## src/rtl/corr_pkg.sv

```systemverilog
package corr_pkg;

  localparam int PHASE_W = 32;
  localparam int CARR_W  = 3;
  localparam int PROD_W  = 4;
  localparam int NUM_TAP = 3;

  typedef logic signed [CARR_W-1:0] carr_t;
  typedef logic signed [PROD_W-1:0] prod_t;

  function automatic carr_t carr_cos(input logic [2:0] idx);
    case (idx)
      3'd0: return  3'sd2;
      3'd1: return  3'sd1;
      3'd2: return  3'sd0;
      3'd3: return -3'sd1;
      3'd4: return -3'sd2;
      3'd5: return -3'sd1;
      3'd6: return  3'sd0;
      default: return 3'sd1;
    endcase
  endfunction

  function automatic carr_t carr_sin(input logic [2:0] idx);
    return carr_cos(idx - 3'd2);
  endfunction

endpackage

```

## src/rtl/corr_src_select.sv

```systemverilog
module corr_src_select #(
  parameter int NUM_SRC = 10,
  localparam int SEL_W = (NUM_SRC > 1) ? $clog2(NUM_SRC) : 1
) (
  input  logic                 clk,
  input  logic                 rst_n,
  input  logic [2*NUM_SRC-1:0] lanes,
  input  logic [SEL_W-1:0]     sel,
  input  logic                 three_level,
  output logic                 samp_neg,
  output logic                 samp_nz
);

  logic [1:0] picked;
  logic       in_range;

  always_comb begin
    picked   = 2'b00;
    in_range = 1'b0;
    for (int k = 0; k < NUM_SRC; k++) begin
      if (sel == SEL_W'(k)) begin
        picked   = lanes[2*k +: 2];
        in_range = 1'b1;
      end
    end
  end

  assign samp_neg = picked[1];
  assign samp_nz  = in_range & (picked[0] | ~three_level);

  // an out-of-range lane select never yields a live sample
  assert_bad_sel_silent_R2: assert property (@(posedge clk) disable iff (!rst_n)
    (sel >= SEL_W'(NUM_SRC)) |-> !samp_nz);

  // in two-level mode a valid lane always gives a non-zero sample
  assert_two_level_nonzero_R3: assert property (@(posedge clk) disable iff (!rst_n)
    (!three_level && sel < SEL_W'(NUM_SRC)) |-> samp_nz);

endmodule

```

## src/rtl/corr_carrier_nco.sv

```systemverilog
module corr_carrier_nco
  import corr_pkg::*;
(
  input  logic               clk,
  input  logic               rst_n,
  input  logic               advance,
  input  logic [PHASE_W-1:0] fcw,
  output logic [PHASE_W-1:0] phase,
  output carr_t              cos_o,
  output carr_t              sin_o
);

  always_ff @(posedge clk or negedge rst_n) begin
    if (!rst_n)       phase <= '0;
    else if (advance) phase <= phase + fcw;
  end

  assign cos_o = carr_cos(phase[PHASE_W-1 -: 3]);
  assign sin_o = carr_sin(phase[PHASE_W-1 -: 3]);

  // phase only moves on an accepted sample
  assert_phase_hold_R4: assert property (@(posedge clk) disable iff (!rst_n)
    !advance |=> $stable(phase));

  // replica stays within the five permitted levels
  assert_replica_levels_R5: assert property (@(posedge clk) disable iff (!rst_n)
    (cos_o >= -3'sd2) && (cos_o <= 3'sd2) && (sin_o >= -3'sd2) && (sin_o <= 3'sd2));

endmodule

```

## src/rtl/corr_code_taps.sv

```systemverilog
module corr_code_taps
  import corr_pkg::*;
(
  input  logic               clk,
  input  logic               rst_n,
  input  logic               code_en,
  input  logic               code_chip,
  output logic [NUM_TAP-1:0] taps
);

  always_ff @(posedge clk or negedge rst_n) begin
    if (!rst_n)       taps <= '0;
    else if (code_en) taps <= {taps[NUM_TAP-2:0], code_chip};
  end

  // taps hold between chip strobes
  assert_taps_hold_R6: assert property (@(posedge clk) disable iff (!rst_n)
    !code_en |=> $stable(taps));

  // a strobe moves early into prompt and prompt into late
  assert_taps_shift_R6: assert property (@(posedge clk) disable iff (!rst_n)
    code_en |=> (taps[NUM_TAP-1:1] == $past(taps[NUM_TAP-2:0])));

endmodule

```

## src/rtl/corr_accum_bank.sv

```systemverilog
module corr_accum_bank
  import corr_pkg::*;
#(
  parameter int ACC_W = 24,
  parameter int RD_W  = 32
) (
  input  logic               clk,
  input  logic               rst_n,
  input  logic               valid,
  input  logic               samp_neg,
  input  logic               samp_nz,
  input  carr_t              cos_i,
  input  carr_t              sin_i,
  input  logic [NUM_TAP-1:0] taps,
  input  logic               epoch,
  input  logic               rd_ack,
  input  logic [PHASE_W-1:0] phase,
  input  logic [2:0]         rd_sel,
  output logic [RD_W-1:0]    rd_data,
  output logic               dump_ready
);

  localparam int EXT_W = ACC_W - PROD_W;
  localparam int RX_W  = RD_W - ACC_W;

  logic signed [ACC_W-1:0] acc_i  [NUM_TAP];
  logic signed [ACC_W-1:0] acc_q  [NUM_TAP];
  logic signed [ACC_W-1:0] dump_i [NUM_TAP];
  logic signed [ACC_W-1:0] dump_q [NUM_TAP];
  logic [PHASE_W-1:0]      snap;

  prod_t wipe_i, wipe_q;
  prod_t add_i [NUM_TAP];
  prod_t add_q [NUM_TAP];

  always_comb begin
    prod_t c4, s4;
    c4 = {cos_i[CARR_W-1], cos_i};
    s4 = {sin_i[CARR_W-1], sin_i};
    if (!valid || !samp_nz) begin
      wipe_i = '0;
      wipe_q = '0;
    end else if (samp_neg) begin
      wipe_i = -c4;
      wipe_q = -s4;
    end else begin
      wipe_i = c4;
      wipe_q = s4;
    end
  end

  for (genvar g = 0; g < NUM_TAP; g++) begin : g_tap
    assign add_i[g] = taps[g] ? -wipe_i : wipe_i;
    assign add_q[g] = taps[g] ? -wipe_q : wipe_q;

    always_ff @(posedge clk or negedge rst_n) begin
      if (!rst_n) begin
        acc_i[g]  <= '0;
        acc_q[g]  <= '0;
        dump_i[g] <= '0;
        dump_q[g] <= '0;
      end else begin
        acc_i[g] <= (epoch ? '0 : acc_i[g]) + {{EXT_W{add_i[g][PROD_W-1]}}, add_i[g]};
        acc_q[g] <= (epoch ? '0 : acc_q[g]) + {{EXT_W{add_q[g][PROD_W-1]}}, add_q[g]};
        if (epoch) begin
          dump_i[g] <= acc_i[g];
          dump_q[g] <= acc_q[g];
        end
      end
    end

    // holding registers change only at an epoch
    assert_dump_hold_R8: assert property (@(posedge clk) disable iff (!rst_n)
      !epoch |=> ($stable(dump_i[g]) && $stable(dump_q[g])));

    // running sums restart from zero when no sample shares the epoch cycle
    assert_sum_clear_R8: assert property (@(posedge clk) disable iff (!rst_n)
      (epoch && !valid) |=> (acc_i[g] == '0 && acc_q[g] == '0));
  end

  always_ff @(posedge clk or negedge rst_n) begin
    if (!rst_n) begin
      snap       <= '0;
      dump_ready <= 1'b0;
    end else begin
      if (epoch) snap <= phase;
      if (epoch)       dump_ready <= 1'b1;
      else if (rd_ack) dump_ready <= 1'b0;
    end
  end

  always_comb begin
    case (rd_sel)
      3'd0: rd_data = {{RX_W{dump_i[0][ACC_W-1]}}, dump_i[0]};
      3'd1: rd_data = {{RX_W{dump_i[1][ACC_W-1]}}, dump_i[1]};
      3'd2: rd_data = {{RX_W{dump_i[2][ACC_W-1]}}, dump_i[2]};
      3'd3: rd_data = {{RX_W{dump_q[0][ACC_W-1]}}, dump_q[0]};
      3'd4: rd_data = {{RX_W{dump_q[1][ACC_W-1]}}, dump_q[1]};
      3'd5: rd_data = {{RX_W{dump_q[2][ACC_W-1]}}, dump_q[2]};
      3'd6: rd_data = RD_W'(snap);
      default: rd_data = '0;
    endcase
  end

  // flag is up the cycle after an epoch
  assert_flag_set_R10: assert property (@(posedge clk) disable iff (!rst_n)
    epoch |=> dump_ready);

  // acknowledge without epoch drops the flag
  assert_flag_clear_R10: assert property (@(posedge clk) disable iff (!rst_n)
    (rd_ack && !epoch) |=> !dump_ready);

  // snapshot moves only at an epoch
  assert_snap_hold_R9: assert property (@(posedge clk) disable iff (!rst_n)
    !epoch |=> $stable(snap));

endmodule

```

## src/rtl/corr_track_channel.sv

```systemverilog
module corr_track_channel
  import corr_pkg::*;
#(
  parameter int NUM_SRC = 10,
  parameter int ACC_W   = 24,
  localparam int SEL_W  = (NUM_SRC > 1) ? $clog2(NUM_SRC) : 1,
  localparam int LANE_W = 2 * NUM_SRC,
  localparam int RD_W   = PHASE_W
) (
  input  logic               clk,
  input  logic               rst_n,
  input  logic               s_valid,
  output logic               s_ready,
  input  logic [LANE_W-1:0]  s_data,
  input  logic               code_en,
  input  logic               code_chip,
  input  logic               epoch,
  input  logic               cfg_we,
  input  logic               cfg_addr,
  input  logic [31:0]        cfg_wdata,
  input  logic [2:0]         rd_sel,
  output logic [RD_W-1:0]    rd_data,
  input  logic               rd_ack,
  output logic               dump_ready
);

  localparam int MODE_BIT = 8;

  logic [SEL_W-1:0]   src_sel;
  logic               three_level;
  logic [PHASE_W-1:0] fcw;
  logic               samp_neg, samp_nz;
  logic [PHASE_W-1:0] phase;
  carr_t              cos_v, sin_v;
  logic [NUM_TAP-1:0] taps;
  logic               take;

  assign s_ready = 1'b1;
  assign take    = s_valid & s_ready;

  always_ff @(posedge clk or negedge rst_n) begin
    if (!rst_n) begin
      src_sel     <= '0;
      three_level <= 1'b0;
      fcw         <= '0;
    end else if (cfg_we) begin
      if (cfg_addr) begin
        fcw <= cfg_wdata;
      end else begin
        src_sel     <= cfg_wdata[SEL_W-1:0];
        three_level <= cfg_wdata[MODE_BIT];
      end
    end
  end

  corr_src_select #(.NUM_SRC(NUM_SRC)) u_sel (
    .clk         (clk),
    .rst_n       (rst_n),
    .lanes       (s_data),
    .sel         (src_sel),
    .three_level (three_level),
    .samp_neg    (samp_neg),
    .samp_nz     (samp_nz)
  );

  corr_carrier_nco u_nco (
    .clk     (clk),
    .rst_n   (rst_n),
    .advance (take),
    .fcw     (fcw),
    .phase   (phase),
    .cos_o   (cos_v),
    .sin_o   (sin_v)
  );

  corr_code_taps u_taps (
    .clk       (clk),
    .rst_n     (rst_n),
    .code_en   (code_en),
    .code_chip (code_chip),
    .taps      (taps)
  );

  corr_accum_bank #(.ACC_W(ACC_W), .RD_W(RD_W)) u_acc (
    .clk        (clk),
    .rst_n      (rst_n),
    .valid      (take),
    .samp_neg   (samp_neg),
    .samp_nz    (samp_nz),
    .cos_i      (cos_v),
    .sin_i      (sin_v),
    .taps       (taps),
    .epoch      (epoch),
    .rd_ack     (rd_ack),
    .phase      (phase),
    .rd_sel     (rd_sel),
    .rd_data    (rd_data),
    .dump_ready (dump_ready)
  );

  // the stream is never back-pressured
  assert_always_ready_R2: assert property (@(posedge clk) disable iff (!rst_n)
    s_ready);

  // configuration holds when not written
  assert_cfg_hold_R12: assert property (@(posedge clk) disable iff (!rst_n)
    !cfg_we |=> ($stable(fcw) && $stable(src_sel) && $stable(three_level)));

endmodule

```

## config.mk

```make
export PLATFORM = sky130hd
export DESIGN_NAME = corr_track_channel
export DESIGN_NICKNAME = d
export VERILOG_FILES = /design/src/rtl/corr_pkg.sv /design/src/rtl/corr_src_select.sv /design/src/rtl/corr_carrier_nco.sv /design/src/rtl/corr_code_taps.sv /design/src/rtl/corr_accum_bank.sv /design/src/rtl/corr_track_channel.sv
export SDC_FILE = /design/constraint.sdc
export NUM_CORES = 1
export LEC_CHECK = 0
export BUFFER_PORTS_ARGS = -buffer_cell sky130_fd_sc_hd__buf_2
export CAP_MARGIN = 20
export CELL_PAD_IN_SITES_DETAIL_PLACEMENT = 1
export CELL_PAD_IN_SITES_GLOBAL_PLACEMENT = 1
export CORE_MARGIN = 2
export CORE_UTILIZATION = 50
export DETAILED_ROUTE_END_ITERATION = 7
export GPL_ROUTABILITY_DRIVEN = 1
export MAX_ROUTING_LAYER = met4
export PLACE_DENSITY_LB_ADDON = 0.1
export SYNTH_ARGS = -nofsm -noshare
export SYNTH_HDL_FRONTEND = slang
export SYNTH_SLANG_ARGS = --single-unit
```

## constraint.sdc

```tcl
create_clock -name clk -period 6.53 [get_ports clk]
set_input_delay 1.306 -clock clk [delete_from_list [all_inputs] [get_ports clk]]
set_output_delay 1.306 -clock clk [all_outputs]
set_load 0.05 [all_outputs]
```

== After elaboration in Yosys (flattened, before gate mapping) ==
Index checks and enable logic that the tools add are counted.

* Bits in registers: 393
* Input bits: 64
* Output and inout port bits: 34
* Word-level logic and storage cells: 115

* Add/sub/neg operators: 12
* Equal/unequal tests: 25
* Multiplexer cells: 41
* Bitwise logic cells: 4
* Reduce and logical (&&, ||, !) cells: 14

{| class="wikitable"
|+ Operators with widths
! cell !! number
|-
| $pmux W32 S7 || 1
|-
| $add A24 B24 Y24 || 6
|-
| $mux W24 || 6
|-
| $mux W4 || 10
|-
| $add A32 B32 Y32 || 1
|-
| $eq A3 B3 Y1 const B || 9
|-
| $pmux W3 S4 || 2
|-
| $mux W2 || 10
|-
| $eq A3 B2 Y1 const B || 6
|-
| $eq A4 B3 Y1 const B || 4
|-
| $mux W1 || 12
|-
| $logic_not A3 Y1 || 3
|-
| $eq A4 B2 Y1 const B || 2
|-
| $eq A4 B4 Y1 const B || 2
|-
| $neg A3 Y4 || 2
|-
| $neg A4 Y4 || 2
|-
| $reduce_or A2 Y1 || 4
|-
| $eq A4 B1 Y1 const B || 1
|-
| $logic_not A4 Y1 || 1
|-
| $reduce_and A2 Y1 || 2
|-
| $eq A3 B1 Y1 const B || 1
|-
| $sub A3 B2 Y3 const B || 1
|-
| $logic_not A1 Y1 || 2
|-
| $not A1 Y1 || 2
|-
| other kinds (4) || 4
|}

== Logic depth before layout (Yosys ltp) ==
Gate-level depths: netlist (run 1).

* Depth after elaboration: 19
* Depth in mapped cells: 26
* Depth with buffers taken out: 23

== Cells and area by module ==
A second synthesis (run 1) with hierarchy kept.

* Cell total of the unflattened synthesis: 2,753
* Area total of the unflattened synthesis: 26,450.4 um^2

{| class="wikitable"
|+ Modules (own cells, without submodules)
! module !! times used !! cells each !! area each (um^2) !! seq. area each (um^2)
|-
| corr_accum_bank || 1 || 2,291 || 21,677.0 || 8,032.7
|-
| corr_carrier_nco || 1 || 352 || 3,076.7 || 800.8
|-
| corr_track_channel || 1 || 81 || 1,386.3 || 925.9
|-
| corr_src_select || 1 || 23 || 201.4 || 0.0
|-
| corr_code_taps || 1 || 6 || 108.9 || 75.1
|}

== Worst setup path after synthesis (run 1) ==
No wires, ideal clock.

* Path kind: in2reg
* Start: in epoch
* End: reg u_acc.acc_q[18] (netlist bit)
* Setup time: 87 ps
* Arrival time: 6,735 ps
* Data required time: 6,443 ps
* Slack: -292 ps
* Stages: 24
* Buffers on the path: 9
* Cells stage by stage: clkbuf_1 > buf_1 > clkbuf_1 > buf_1 > clkbuf_1 > buf_2 > clkbuf_1 > clkbuf_1 > clkbuf_1 > nor2b_1 > ha_1 > fa_1 > a21oi_1 > o21ai_0 > a21o_1 > a211o_1 > nand2_1 > nor3_1 > nor3_1 > o21ai_0 > a21oi_1 > nor2_1 > a221o_1 > o211ai_1

* Cells in the longest elaborated chain, start to end: 2

{| class="wikitable"
|+ Ends and longest elaborated chain
! element !! line !! source
|-
| from (decl) || corr_track_channel.sv:17 || <nowiki>input logic epoch,</nowiki>
|-
| $mux W24 || corr_accum_bank.sv:64 || <nowiki>acc_q[g] <= (epoch ? '0 : acc_q[g]) + {{EXT_W{add_q[g][PROD_W-1]}}, add_q[g]};</nowiki>
|-
| $add A24 B24 Y24 || corr_accum_bank.sv:64 ||
|-
| to (signal, indexed assignment) || corr_accum_bank.sv:64 ||
|-
| to (decl) || corr_accum_bank.sv:27 || <nowiki>logic signed [ACC_W-1:0] acc_q [NUM_TAP];</nowiki>
|}

Every way passes these cells.
A chain may end at the register's enable or synchronous reset.

== Final worst setup path (run 1) ==
* Start: in s_data[8]
* End: reg u_acc.acc_q[20] (netlist bit)

* Cells in the longest elaborated chain, start to end: 14

{| class="wikitable"
|+ Ends and longest elaborated chain
! element !! line !! source
|-
| from (decl) || corr_track_channel.sv:14 || <nowiki>input logic [LANE_W-1:0] s_data,</nowiki>
|-
| $mux W2 * (6 in a row) || corr_src_select.sv:21 || <nowiki>if (sel == SEL_W'(k)) begin</nowiki>
|-
| $or A1 B1 Y1 * || corr_src_select.sv:29 || <nowiki>assign samp_nz = in_range & (picked[0] | ~three_level);</nowiki>
|-
| $and A1 B1 Y1 * || corr_src_select.sv:29 ||
|-
| $logic_not A1 Y1 * || corr_accum_bank.sv:40 || <nowiki>if (!valid || !samp_nz) begin</nowiki>
|-
| $logic_or A1 B1 Y1 * || corr_accum_bank.sv:40 ||
|-
| $mux W4 * || corr_accum_bank.sv:40 ||
|-
| $neg A4 Y4 || corr_accum_bank.sv:54 || <nowiki>assign add_q[g] = taps[g] ? -wipe_q : wipe_q;</nowiki>
|-
| $mux W4 * || corr_accum_bank.sv:54 ||
|-
| $add A24 B24 Y24 * || corr_accum_bank.sv:64 ||
|}

Every way passes the cells marked *; elsewhere a longest branch is shown, timed or not.

==> flow_summary_export.csv, run 1 <==
group,metric,value,unit
sta,period_share,91.2,%
yosys,synthTopCellsByCount,"dfrtp_1 (393), mux2_2 (260), nor2_1 (178), nand2_1 (156), a21oi_1 (150)",
cells_and_area,drive_gt1_share,20.4,%
worst_setup_path,cp-end-kind,"register",
drt,dr.pass1.iters,5,
cells_and_area,antenna_cells,0,
cells_and_area,fill_cells,5412,
drt,via_count,20200,
yosys,ys_ff_latch,393,
yosys,syn_area_per_cell,9.89,sq um
placement,dp_hpwl,54.9,mm
clock_tree,clk_latency,590,ps
global_routing,met3_usage,3.42,%
clock_tree,htreeDepth,2,
worst_setup_path,worstSetupEndpoint,"u_acc.acc_q[20]",
global_routing,use_met2,49.9,%
sta,hold_ws,500,ps
global_routing,grt_max_degree,136,
drt,drt_iter0_drc,1350,
worst_setup_path,worstPathArrival,6380,ps
sta,drv_slew,0,
clock_tree,postCtsResizedCells,0,
cells_and_area,nNetsFinal,2746,
yosys,synthCells,2520,
yosys,ys.flop_type,"dfrtp_1",
clock_tree,clk_pin_slew_worst_paths,60,ps
sta,period_needed,5960,ps
clock_tree,cts_tree,"done",
yosys,syn-num-nets,2702,
die,core,49100,sq um
die,rows,81,
die,die-width,227,um
worst_setup_path,worst-setup-path-type,"in2reg",
global_routing,antenna_found_initial,3,
clock_tree,cts.path.max_buffers,3,
worst_hold_path,min_path_type,"reg2reg",
clock_tree,clkSinkCount,393,
yosys,syn_area,24900,sq um
yosys,yosysSeqAreaShare,39.4,%
worst_setup_path,crit_path_max_fanout,7,
die,die_area,51700,sq um
worst_setup_path,startpoint,"s_data[8]",
clock_tree,postCtsHoldBufs,0,
sta,grt_setup_unrepaired,"false",
run_status,status,"completed",
yosys,async_flop_share,100,%
sta,fmax,0.168,GHz
global_routing,use_met1,42.6,%
yosys,synth.distinct_cells,98,
sta,max_slew_margin,26.0,%
worst_setup_path,r2r-start,"src_sel[0]",
die,start_util,50.8,%
drt,routed_wl,77.1,mm
sta,setup_violations,0,
die,ios,98,
sta,hold_viol,0,
yosys,synth_most_common_cell,"dfrtp_1",
global_routing,grt_pass1_vias,21300,
placement,io_buffer_count,96,
yosys,yosysTopAreaCell,"dfrtp_1",
clock_tree,post-cts-setup-buffers,0,
power,p_per_area,440,nW/um^2
global_routing,grt_usage,31.5,%
drt,drc,0,
worst_setup_path,required,6960,ps
clock_tree,cts_inserted_buffers,46,
worst_setup_path,r2r-end,"u_acc.acc_q[20]",
yosys,yosysTopAreaCellShare,39.4,%
clock_tree,cts_root_buf,"clkbuf_16",
die,die_h,227,um
yosys,yosys_warnings,0,
sta,tns,0,ps
yosys,synthTopCellsByArea,"dfrtp_1 (39%), mux2_2 (12%), ha_1 (5.6%), xnor2_1 (4.7%), nor2b_1 (3.3%)",
drt,vias_per_cell,6.18,
placement,place.gp.congestion,0.898,
drt,post_drt_wl_per_cell,23.6,um
global_routing,busiest_layer,"met2",
sta,tightestPinTransition,1080,ps
cells_and_area,areaGrowthSynthToFinish,11.2,%
global_routing,grt_pass1_wl,123,mm
job,cap_violations,0,
power,p_leak,12.8,nW
worst_setup_path,reg2reg_depth,22,
worst_setup_path,ff2ff_setup_slack,580,ps
sta,skew,17.1,ps
yosys,synth_enable_flop_cells,0,
worst_setup_path,start_kind,"primary input",
power,peakVddDrop,0.268,mV
global_routing,overflow,0,
drt,drt.antenna.violating_nets,0,
==> cell type report <==
type                       count  area [sq um]  share of cell area (%)
multi-input combinational   1923         14300                    51.5
clock buffer                  68          1460                    5.26
clock inverter                18           230                   0.830
inverter                      62           233                   0.840
tap                          664           831                    3.00
timing repair buffer         138           866                    3.12
sequential                   393          9830                    35.5
==> cells by family (layout without fill, tap and decap cells) <==
family / count (synthesis) / count (layout) / synth area share [%]
compound gates: 620 / 620 / 16.9
xor+xnor: 165 / 165 / 5.87
fa+ha+maj: 121 / 121 / 6.25
buf+inv: 204 / 286 / 3.34
flops: 393 / 393 / 39.4
mux: 309 / 309 / 14.0
other cells: 1 / 1 / 0.0150
simple gates: 707 / 707 / 14.2
==> power breakdown <==
group	switching, W	internal (W)
clock network	0.00110	0.00174
logic	0.00274	0.00214
registers	0.00108	0.00340
total	0.00492	0.00729
==> cell usage in the layout, fill, tap and decap left out, drive strengths merged, types with 13 or more instances in the layout <==
master  count
dfrtp     393
mux2      261
nor2      179
nand2     156
a21oi     151
buf       138
xnor2     135
nor2b     131
o21ai     127
ha        111
clkbuf     68
a21o       64
inv        63
nand3      59
nor3       59
mux2i      43
a22oi      33
xor2       30
a31oi      29
o221ai     22
o22ai      22
o21a       20
o211ai     18
and3       16
or3        15
o31ai      14
nor4       14
nand4      13
==> worst max-delay path: stages <==
cell and delay [ps]:
buf_2 100, mux2_2 250, o221a_1 260, a2111oi_4 470
a21oi_2 190, nand2_1 170, ha_1 280, nand2_1 70
o21ai_0 250, fa_1 540, a21oi_1 200, o21ai_0 180
a21o_1 240, a211o_1 310, nand2_1 80, nor3_1 50
nor3_1 310, o21ai_0 240, a21oi_2 360, nand3_1 170
o2111ai_1 150, o311ai_0 190
==> per-stage QoR <==
step	area (sq um)	instances	power (W)	util, %	setup WS, ps
4_1_cts	27700	3266	0.0122	56.5	604
2_1_floorplan	24900	2520	0.00769	-	50.8
3_5_place_dp	26000	3180	0.00927	53.1	41.6
5_1_grt	27700	3266	0.0129	56.5	171
3_3_place_gp	26000	3180	0.00902	53.1	250
6_report	27700	3266	0.0122	56.5	574
==> registers in the layout, indices dropped and copies added (netlist names), 3 cells and up <==
signal and cells:
u_nco.phase 32, u_acc.snap 32, u_acc.acc_i 72, u_acc.dump_i 72
u_acc.dump_q 72, u_taps.taps 3, src_sel 4, fcw 32
u_acc.acc_q 72
==> routing by layer <==
layer	vias to the layer above	part of all wire [%]
li1	9252	-
met1	10400	45
met2	426	47
met3	128	4.4
met4	0	3.2
met5	-	0
==> worst min path at each step <==
stage                                from                to  slack (ps)  cells past startpoint
after floorplan            u_acc.acc_i[5]    u_acc.acc_i[5]         470                      1
after global placement    u_acc.acc_i[64]  u_acc.dump_i[64]         480                      1
after detailed placement  u_acc.acc_q[49]  u_acc.dump_q[49]         490                      1
after CTS                 u_acc.dump_q[0]   u_acc.dump_q[0]         510                      1
after global routing      u_acc.acc_q[49]  u_acc.dump_q[49]         520                      1
final                     u_acc.acc_q[40]  u_acc.dump_q[40]         500                      1
No activity file was read; power rests on OpenSTA's default activity.
==> inputs of run 2 (changes only) <==
--- a/config.mk
+++ b/config.mk
@@ -14,7 +14,7 @@
 export DETAILED_ROUTE_END_ITERATION = 7
 export GPL_ROUTABILITY_DRIVEN = 1
 export MAX_ROUTING_LAYER = met4
-export PLACE_DENSITY_LB_ADDON = 0.1
+export PLACE_DENSITY = 0.79
 export SYNTH_ARGS = -nofsm -noshare
 export SYNTH_HDL_FRONTEND = slang
 export SYNTH_SLANG_ARGS = --single-unit
==> flow_summary_export.csv, run 2 (synthesis gave the netlist of run 1 again) <==
group,metric,value,unit
power,p_per_area,440,nW/um^2
run_status,status,"completed",
drt,drt_iter0_drc,1443,
global_routing,grt_usage,31.6,%
clock_tree,clkSinkCount,393,
sta,period_needed,5960,ps
worst_setup_path,path_common_cell,"o21ai_0",
global_routing,grt_pass1_vias,21500,
cells_and_area,fill_cells,5515,
sta,tightestPinTransition,1010,ps
clock_tree,cts_root_buf,"clkbuf_16",
clock_tree,postCtsHoldBufs,0,
placement,dp_cells,3182,
worst_setup_path,slowest_stage,"o311ai_0",
die,core,49100,sq um
clock_tree,cts.path.max_buffers,3,
clock_tree,cts_tree,"done",
worst_hold_path,min_path_type,"reg2reg",
drt,via_count,20300,
sta,tns,0,ps
cells_and_area,nNetsFinal,2747,
worst_setup_path,reg2reg_depth,22,
drt,routed_wl,77.4,mm
cells_and_area,final_core_util,56.3,%
global_routing,grt_max_degree,142,
die,ios,98,
clock_tree,clk_pin_slew_worst_paths,60,ps
die,die_area,51700,sq um
power,peakVddDrop,0.317,mV
cells_and_area,drive_gt1_share,20.2,%
clock_tree,clk_latency,590,ps
global_routing,grt_pass1_wl,123,mm
drt,drc,0,
cells_and_area,layout_common_cells,"dfrtp_1 (393), mux2_2 (260), nor2_1 (178), nand2_1 (156), a21oi_1 (149)",
sta,fmax,0.168,GHz
sta,hold_viol,0,
sta,max_slew_margin,32.5,%
die,die-width,227,um
worst_setup_path,required,7050,ps
sta,setup_violations,0,
die,start_util,50.8,%
clock_tree,postCtsResizedCells,0,
clock_tree,post-cts-setup-buffers,0,
drt,drt.antenna.violating_nets,0,
worst_setup_path,worst-setup-path-type,"reg2reg",
drt,dr.pass1.iters,5,
global_routing,antenna_found_initial,4,
die,die_h,227,um
die,rows,81,
cells_and_area,layout.cells.non_filler,3263,
cells_and_area,areaGrowthSynthToFinish,10.8,%
worst_setup_path,cp-end-kind,"register",
sta,skew,34.4,ps
job,cap_violations,0,
drt,post_drt_wl_per_cell,23.7,um
sta,period_share,91.2,%
global_routing,overflow,0,
sta,grt_setup_unrepaired,"false",
placement,dp_hpwl,55.8,mm
worst_setup_path,cp_cell_sequence,"or2_1 > o221a_4 > o31ai_4 > o211a_1 > a21o_1 > nand2_1 > ha_1 > nand2_1 > o21ai_0 > ha_1 > a21o_1 > a21oi_1 > o21ai_0 > a21oi_1 > o21ai_0 > o311ai_0 > a21boi_0 > nor2_1 > o211ai_1 > a31oi_1 > mux2i_1 > xnor2_1",
power,power.total,0.0122,W
placement,io_buffer_count,96,
worst_hold_path,hold_depth,1,
clock_tree,htreeDepth,2,
drt,vias_per_cell,6.21,
placement,place.gp.congestion,0.914,
power,p_leak,12.7,nW
worst_setup_path,crit_path_max_fanout,20,
worst_setup_path,start_kind,"register",
worst_setup_path,max_stage_delay,600,ps
cells_and_area,final_common_cell,"dfrtp_1",
worst_setup_path,worstPathArrival,6480,ps
clock_tree,cts_inserted_buffers,45,
sta,drv_slew,0,
run 2: cell count changes in the layout (fill, tap and decap cells not counted):
| cell | previous run | this run |
|---|---|---|
| bufinv_16 | 5 | 8 |
| buf_12 | 4 | 3 |
| clkbuf_16 | 49 | 46 |
| clkbuf_8 | 16 | 4 |
| clkinv_2 | 8 | 7 |
| diode_2 | 0 | 1 |
| inv_6 | 2 | 1 |
| buf_4 | 38 | 41 |
| clkinv_8 | 0 | 1 |
| clkinvlp_4 | 3 | 10 |
run 2: routing by layer:
metal  up-vias  share of wire (%)  GRT usage, %
li1       9226                  -             -
met1     10500                 44          41.1
met2       461                 49          51.9
met3       120                4.2          3.58
met4         0                3.0          9.51
met5         -                  0             -
run 2: power by group:
| part | switching, W | internal, W | total (W) | leakage (nW) |
|---|---|---|---|---|
| registers | 0.00108 | 0.00340 | 0.00449 | 5.08 |
| logic | 0.00278 | 0.00214 | 0.00492 | 6.87 |
| clock network | 0.00111 | 0.00165 | 0.00276 | 0.753 |
| total | 0.00497 | 0.00719 | 0.0122 | 12.7 |
run 2: worst paths after layout:
path | end | slack (ps) | from
min in group asynchronous | u_nco.phase[10] | 710 | rst_n
hold reg to reg | u_acc.dump_i[60] | 500 | u_acc.acc_i[60]
setup reg to reg | u_acc.acc_q[71] | 570 | src_sel[0]
hold / removal | u_acc.dump_i[60] | 500 | u_acc.acc_i[60]
setup / recovery | u_acc.acc_q[71] | 570 | src_sel[0]
max in group asynchronous | u_nco.phase[24] | 4560 | rst_n
run 2: metrics by stage:
| stage | instance area, sq um | setup WS [ps] | hold WS, ps |
|---|---|---|---|
| 5_1_grt | 27600 | 187 | 516 |
| 4_1_cts | 27600 | 594 | 502 |
| 6_report | 27600 | 573 | 500 |
| 3_5_place_dp | 26000 | 48.3 | 487 |
| 2_1_floorplan | 24900 | 50.8 | 467 |
| 3_3_place_gp | 26000 | 248 | 480 |
run 2: layout make-up:
| type | count | area (sq um) | share of cell area [%] |
|---|---|---|---|
| clock buffer | 53 | 1220 | 4.41 |
| inverter | 62 | 233 | 0.842 |
| clock inverter | 27 | 375 | 1.36 |
| antenna | 1 | 2.50 | 0.00906 |
| sequential | 393 | 9830 | 35.6 |
| tap | 664 | 831 | 3.01 |
| timing repair buffer | 140 | 868 | 3.14 |
| multi-input combinational | 1923 | 14300 | 51.6 |
run 2: critical path, delay by kind of cell (launching register included):
family,cells,cell delay [ps]
AOI/OAI and AO/OA,14,3420
xor gates and xnor gates,1,140
adders and majority gates,2,700
DFF,1,580
muxes,1,260
and+or+nand+nor,4,770
==> inputs of run 3 (changes only) <==
--- a/config.mk
+++ b/config.mk
@@ -5,16 +5,17 @@
 export SDC_FILE = /design/constraint.sdc
 export NUM_CORES = 1
 export LEC_CHECK = 0
+export ABC_AREA = 1
 export BUFFER_PORTS_ARGS = -buffer_cell sky130_fd_sc_hd__buf_2
 export CAP_MARGIN = 20
 export CELL_PAD_IN_SITES_DETAIL_PLACEMENT = 1
 export CELL_PAD_IN_SITES_GLOBAL_PLACEMENT = 1
 export CORE_MARGIN = 2
-export CORE_UTILIZATION = 50
+export CORE_UTILIZATION = 47
 export DETAILED_ROUTE_END_ITERATION = 7
 export GPL_ROUTABILITY_DRIVEN = 1
 export MAX_ROUTING_LAYER = met4
-export PLACE_DENSITY = 0.79
+export PLACE_DENSITY = 0.8
 export SYNTH_ARGS = -nofsm -noshare
 export SYNTH_HDL_FRONTEND = slang
 export SYNTH_SLANG_ARGS = --single-unit
==> flow_summary_export.csv, run 3 <==
group,metric,value,unit
run_status,status,"completed",
sta,fmax,0.200,GHz
clock_tree,cts_tree,"done",
clock_tree,clk_latency,620,ps
worst_setup_path,worst-setup-path-type,"in2out",
worst_setup_path,cp-end-kind,"output port",
die,ios,98,
yosys,syn_area_per_cell,7.13,sq um
worst_hold_path,min_path_type,"reg2reg",
drt,post_drt_wl_per_cell,19.6,um
global_routing,overflow,0,
sta,period_needed,4990,ps
power,peakVddDrop,0.282,mV
clock_tree,cts_inserted_buffers,48,
clock_tree,cts.path.max_buffers,3,
clock_tree,clkSinkCount,393,
global_routing,use_met2,48.4,%
worst_hold_path,hold_start,"u_acc.acc_i[7]",
sta,tns,0,ps
yosys,synth_most_common_cell,"nand2_1",
drt,vias_per_cell,5.45,
placement,io_buffer_count,96,
drt,drt_iter0_drc,1517,
yosys,synthCells,3840,
global_routing,grt_pass1_wl,145,mm
worst_setup_path,start_kind,"primary input",
sta,max_slew_margin,38.0,%
sta,grt_setup_unrepaired,"false",
sta,setup_violations,0,
cells_and_area,nNetsFinal,4087,
sta,hold_viol,0,
global_routing,antenna_found_initial,2,
sta,drv_slew,0,
clock_tree,postCtsHoldBufs,0,
worst_setup_path,crit_path_max_fanout,16,
yosys,synth_enable_flop_cells,0,
cells_and_area,final_core_util,52.2,%
power,p_per_area,389,nW/um^2
yosys,async_flop_share,100,%
die,die-width,245,um
clock_tree,postCtsResizedCells,0,
worst_setup_path,path_common_cell,"buf_2",
yosys,yosys_warnings,0,
worst_setup_path,r2r-start,"src_sel[1]",
placement,dp_hpwl,70.9,mm
cells_and_area,areaGrowthSynthToFinish,9.98,%
clock_tree,post-cts-setup-buffers,0,
worst_setup_path,path_delay_family,"buffers and inverters",
drt,drc,0,
cells_and_area,layout_common_cells,"nand2_1 (1097), inv_1 (597), dfrtp_1 (393), nor2_1 (258), o21ai_0 (254)",
worst_setup_path,startpoint,"rd_sel[2]",
yosys,synth.distinct_cells,65,
yosys,syn_area,27400,sq um
global_routing,grt_max_degree,123,
power,p_leak,16.3,nW
cells_and_area,fill_cells,7558,
drt,routed_wl,92.1,mm
placement,placed_cell_area,28500,sq um
cells_and_area,drive_gt1_share,12.3,%
worst_setup_path,worstPathArrival,3680,ps
yosys,ys.flop_type,"dfrtp_1",
worst_setup_path,cp_num_buf_inv,6,
die,rows,88,
global_routing,met3_usage,4.17,%
yosys,yosysTopAreaCell,"dfrtp_1",
worst_setup_path,cp_cell_sequence,"buf_2 > inv_1 > nor3_1 > buf_4 > inv_1 > o22ai_1 > nor3_1 > buf_2 > o21ai_0 > buf_2",
cells_and_area,final_common_cell,"nand2_1",
global_routing,grt_usage,31.6,%
yosys,yosysSeqAreaShare,35.9,%
yosys,yosysTopAreaCellShare,35.9,%
worst_setup_path,max_stage_delay,590,ps
drt,via_count,25700,
die,die_h,245,um
yosys,synthTopCellsByArea,"dfrtp_1 (36%), nand2_1 (15%), inv_1 (8.2%), ha_1 (5.1%), o21ai_0 (4.6%)",
die,die_area,60200,sq um
sta,hold_ws,478,ps
worst_setup_path,required,5220,ps
global_routing,busiest_layer,"met2",
drt,dr.pass1.iters,5,
cells_and_area,multi_input_area,14700,sq um
global_routing,use_met1,42.8,%
placement,place.gp.congestion,0.941,
cells_and_area,regArea,9830,sq um
clock_tree,cts_root_buf,"clkbuf_16",
sta,skew,27.1,ps
clock_tree,htreeDepth,2,
worst_setup_path,slowest_stage,"nor3_1",
job,cap_violations,0,
sta,tightestPinTransition,929,ps
yosys,ys_ff_latch,393,
yosys,synthTopCellsByCount,"nand2_1 (1097), inv_1 (598), dfrtp_1 (393), nor2_1 (258), o21ai_0 (254)",
clock_tree,clk_pin_slew_worst_paths,60,ps
die,core,57700,sq um
yosys,syn-num-nets,4022,
sta,period_share,76.4,%
cells_and_area,final_area,30100,sq um
drt,drt.antenna.violating_nets,0,
die,start_util,47.5,%
global_routing,grt_pass1_vias,26300,
-- run 3: cell count changes after synthesis, moves of 41 or more --
cell | before | now
nand3_1 | 59 | 250
xnor2_1 | 134 | 41
mux2_2 | 260 | 27
o21ai_0 | 117 | 254
inv_1 | 58 | 598
nand2_2 | 0 | 93
mux2i_1 | 43 | 0
nor2b_1 | 131 | 0
nor2_1 | 178 | 258
a21o_1 | 64 | 5
nor3_1 | 58 | 17
nand2_1 | 156 | 1097
-- run 3: worst paths after layout --
| check | slack [ps] | depth (start not counted) | to |
|---|---|---|---|
| setup / recovery | 1540 | 10 | rd_data[30] |
| hold / removal | 480 | 2 | u_acc.dump_i[7] |
| setup reg to reg | 2040 | 22 | u_acc.acc_i[66] |
| hold reg to reg | 480 | 2 | u_acc.dump_i[7] |
| max in group asynchronous | 4660 | 2 | u_acc.acc_i[44] |
| min in group asynchronous | 590 | 1 | u_acc.acc_q[23] |
-- run 3: area by class of cell --
class                           count  share of cell area, %
Multi-Input combinational cell   2728                   48.9
Sequential cell                   393                   32.6
Inverter                          614                   7.67
Clock buffer                       60                   4.27
Tap cell                          765                   3.18
Timing Repair Buffer              120                   2.33
Clock inverter                     26                   1.00
Antenna cell                        2                 0.0166
-- run 3: through the flow --
| step | total power (W) | worst slack, ps | cells |
|---|---|---|---|
| detailed placement | 0.00887 | 1140 | 4620 |
| global placement | 0.00871 | 1140 | 4619 |
| finish | 0.0117 | 1540 | 4708 |
| CTS | 0.0117 | 1680 | 4706 |
| global route | 0.0125 | 1430 | 4707 |
| floorplan | 0.00736 | 1870 | 3840 |
-- run 3: cell families (layout without fill, tap and decap cells) --
| logic type | count (synthesis) | count (layout) | share of synthesized area, % |
|---|---|---|---|
| other | 1 | 3 | 0.0137 |
| adder cells (fa/ha/maj) | 118 | 118 | 5.58 |
| multiplexers | 27 | 27 | 1.11 |
| XOR/XNOR | 103 | 103 | 3.29 |
| AND/OR/NAND/NOR | 1916 | 1916 | 32.0 |
| AO/OA/AOI/OAI | 563 | 563 | 11.8 |
| flip-flops | 393 | 393 | 35.9 |
| buffers and inverters | 719 | 820 | 10.4 |
-- run 3: worst reg2reg max path, cell delays in order (launching register included) --
cell     delay, ps
dfrtp_1        450
nor2_1         270
nand2_1        190
inv_1          120
nand2_1         60
nand4_2        120
nand2_4        120
nor2_1         510
inv_1          100
ha_1           240
xor2_1         180
o21ai_0        230
inv_1          130
ha_1           370
a21oi_1         90
a21oi_1        540
nand2_1        120
nand2_1        180
nand2_1         90
nand3_2         80
nand2_1         70
nand3_1         70
nand2_1         50
-- run 3: power by group --
part           switching (W)  leakage (nW)  internal, W  total (W)
clock                0.00119         0.760      0.00157    0.00276
combinational        0.00348          10.5      0.00156    0.00503
sequential          0.000623          5.08      0.00330    0.00392
-- run 3: routing by layer --
layer / vias up / wire (um) / share of wire (%)
li1: 12400 / - / -
met1: 12600 / 42700 / 46
met2: 556 / 41300 / 45
met3: 168 / 4830 / 5.2
met4: 0 / 3330 / 3.6
met5: - / 0 / 0
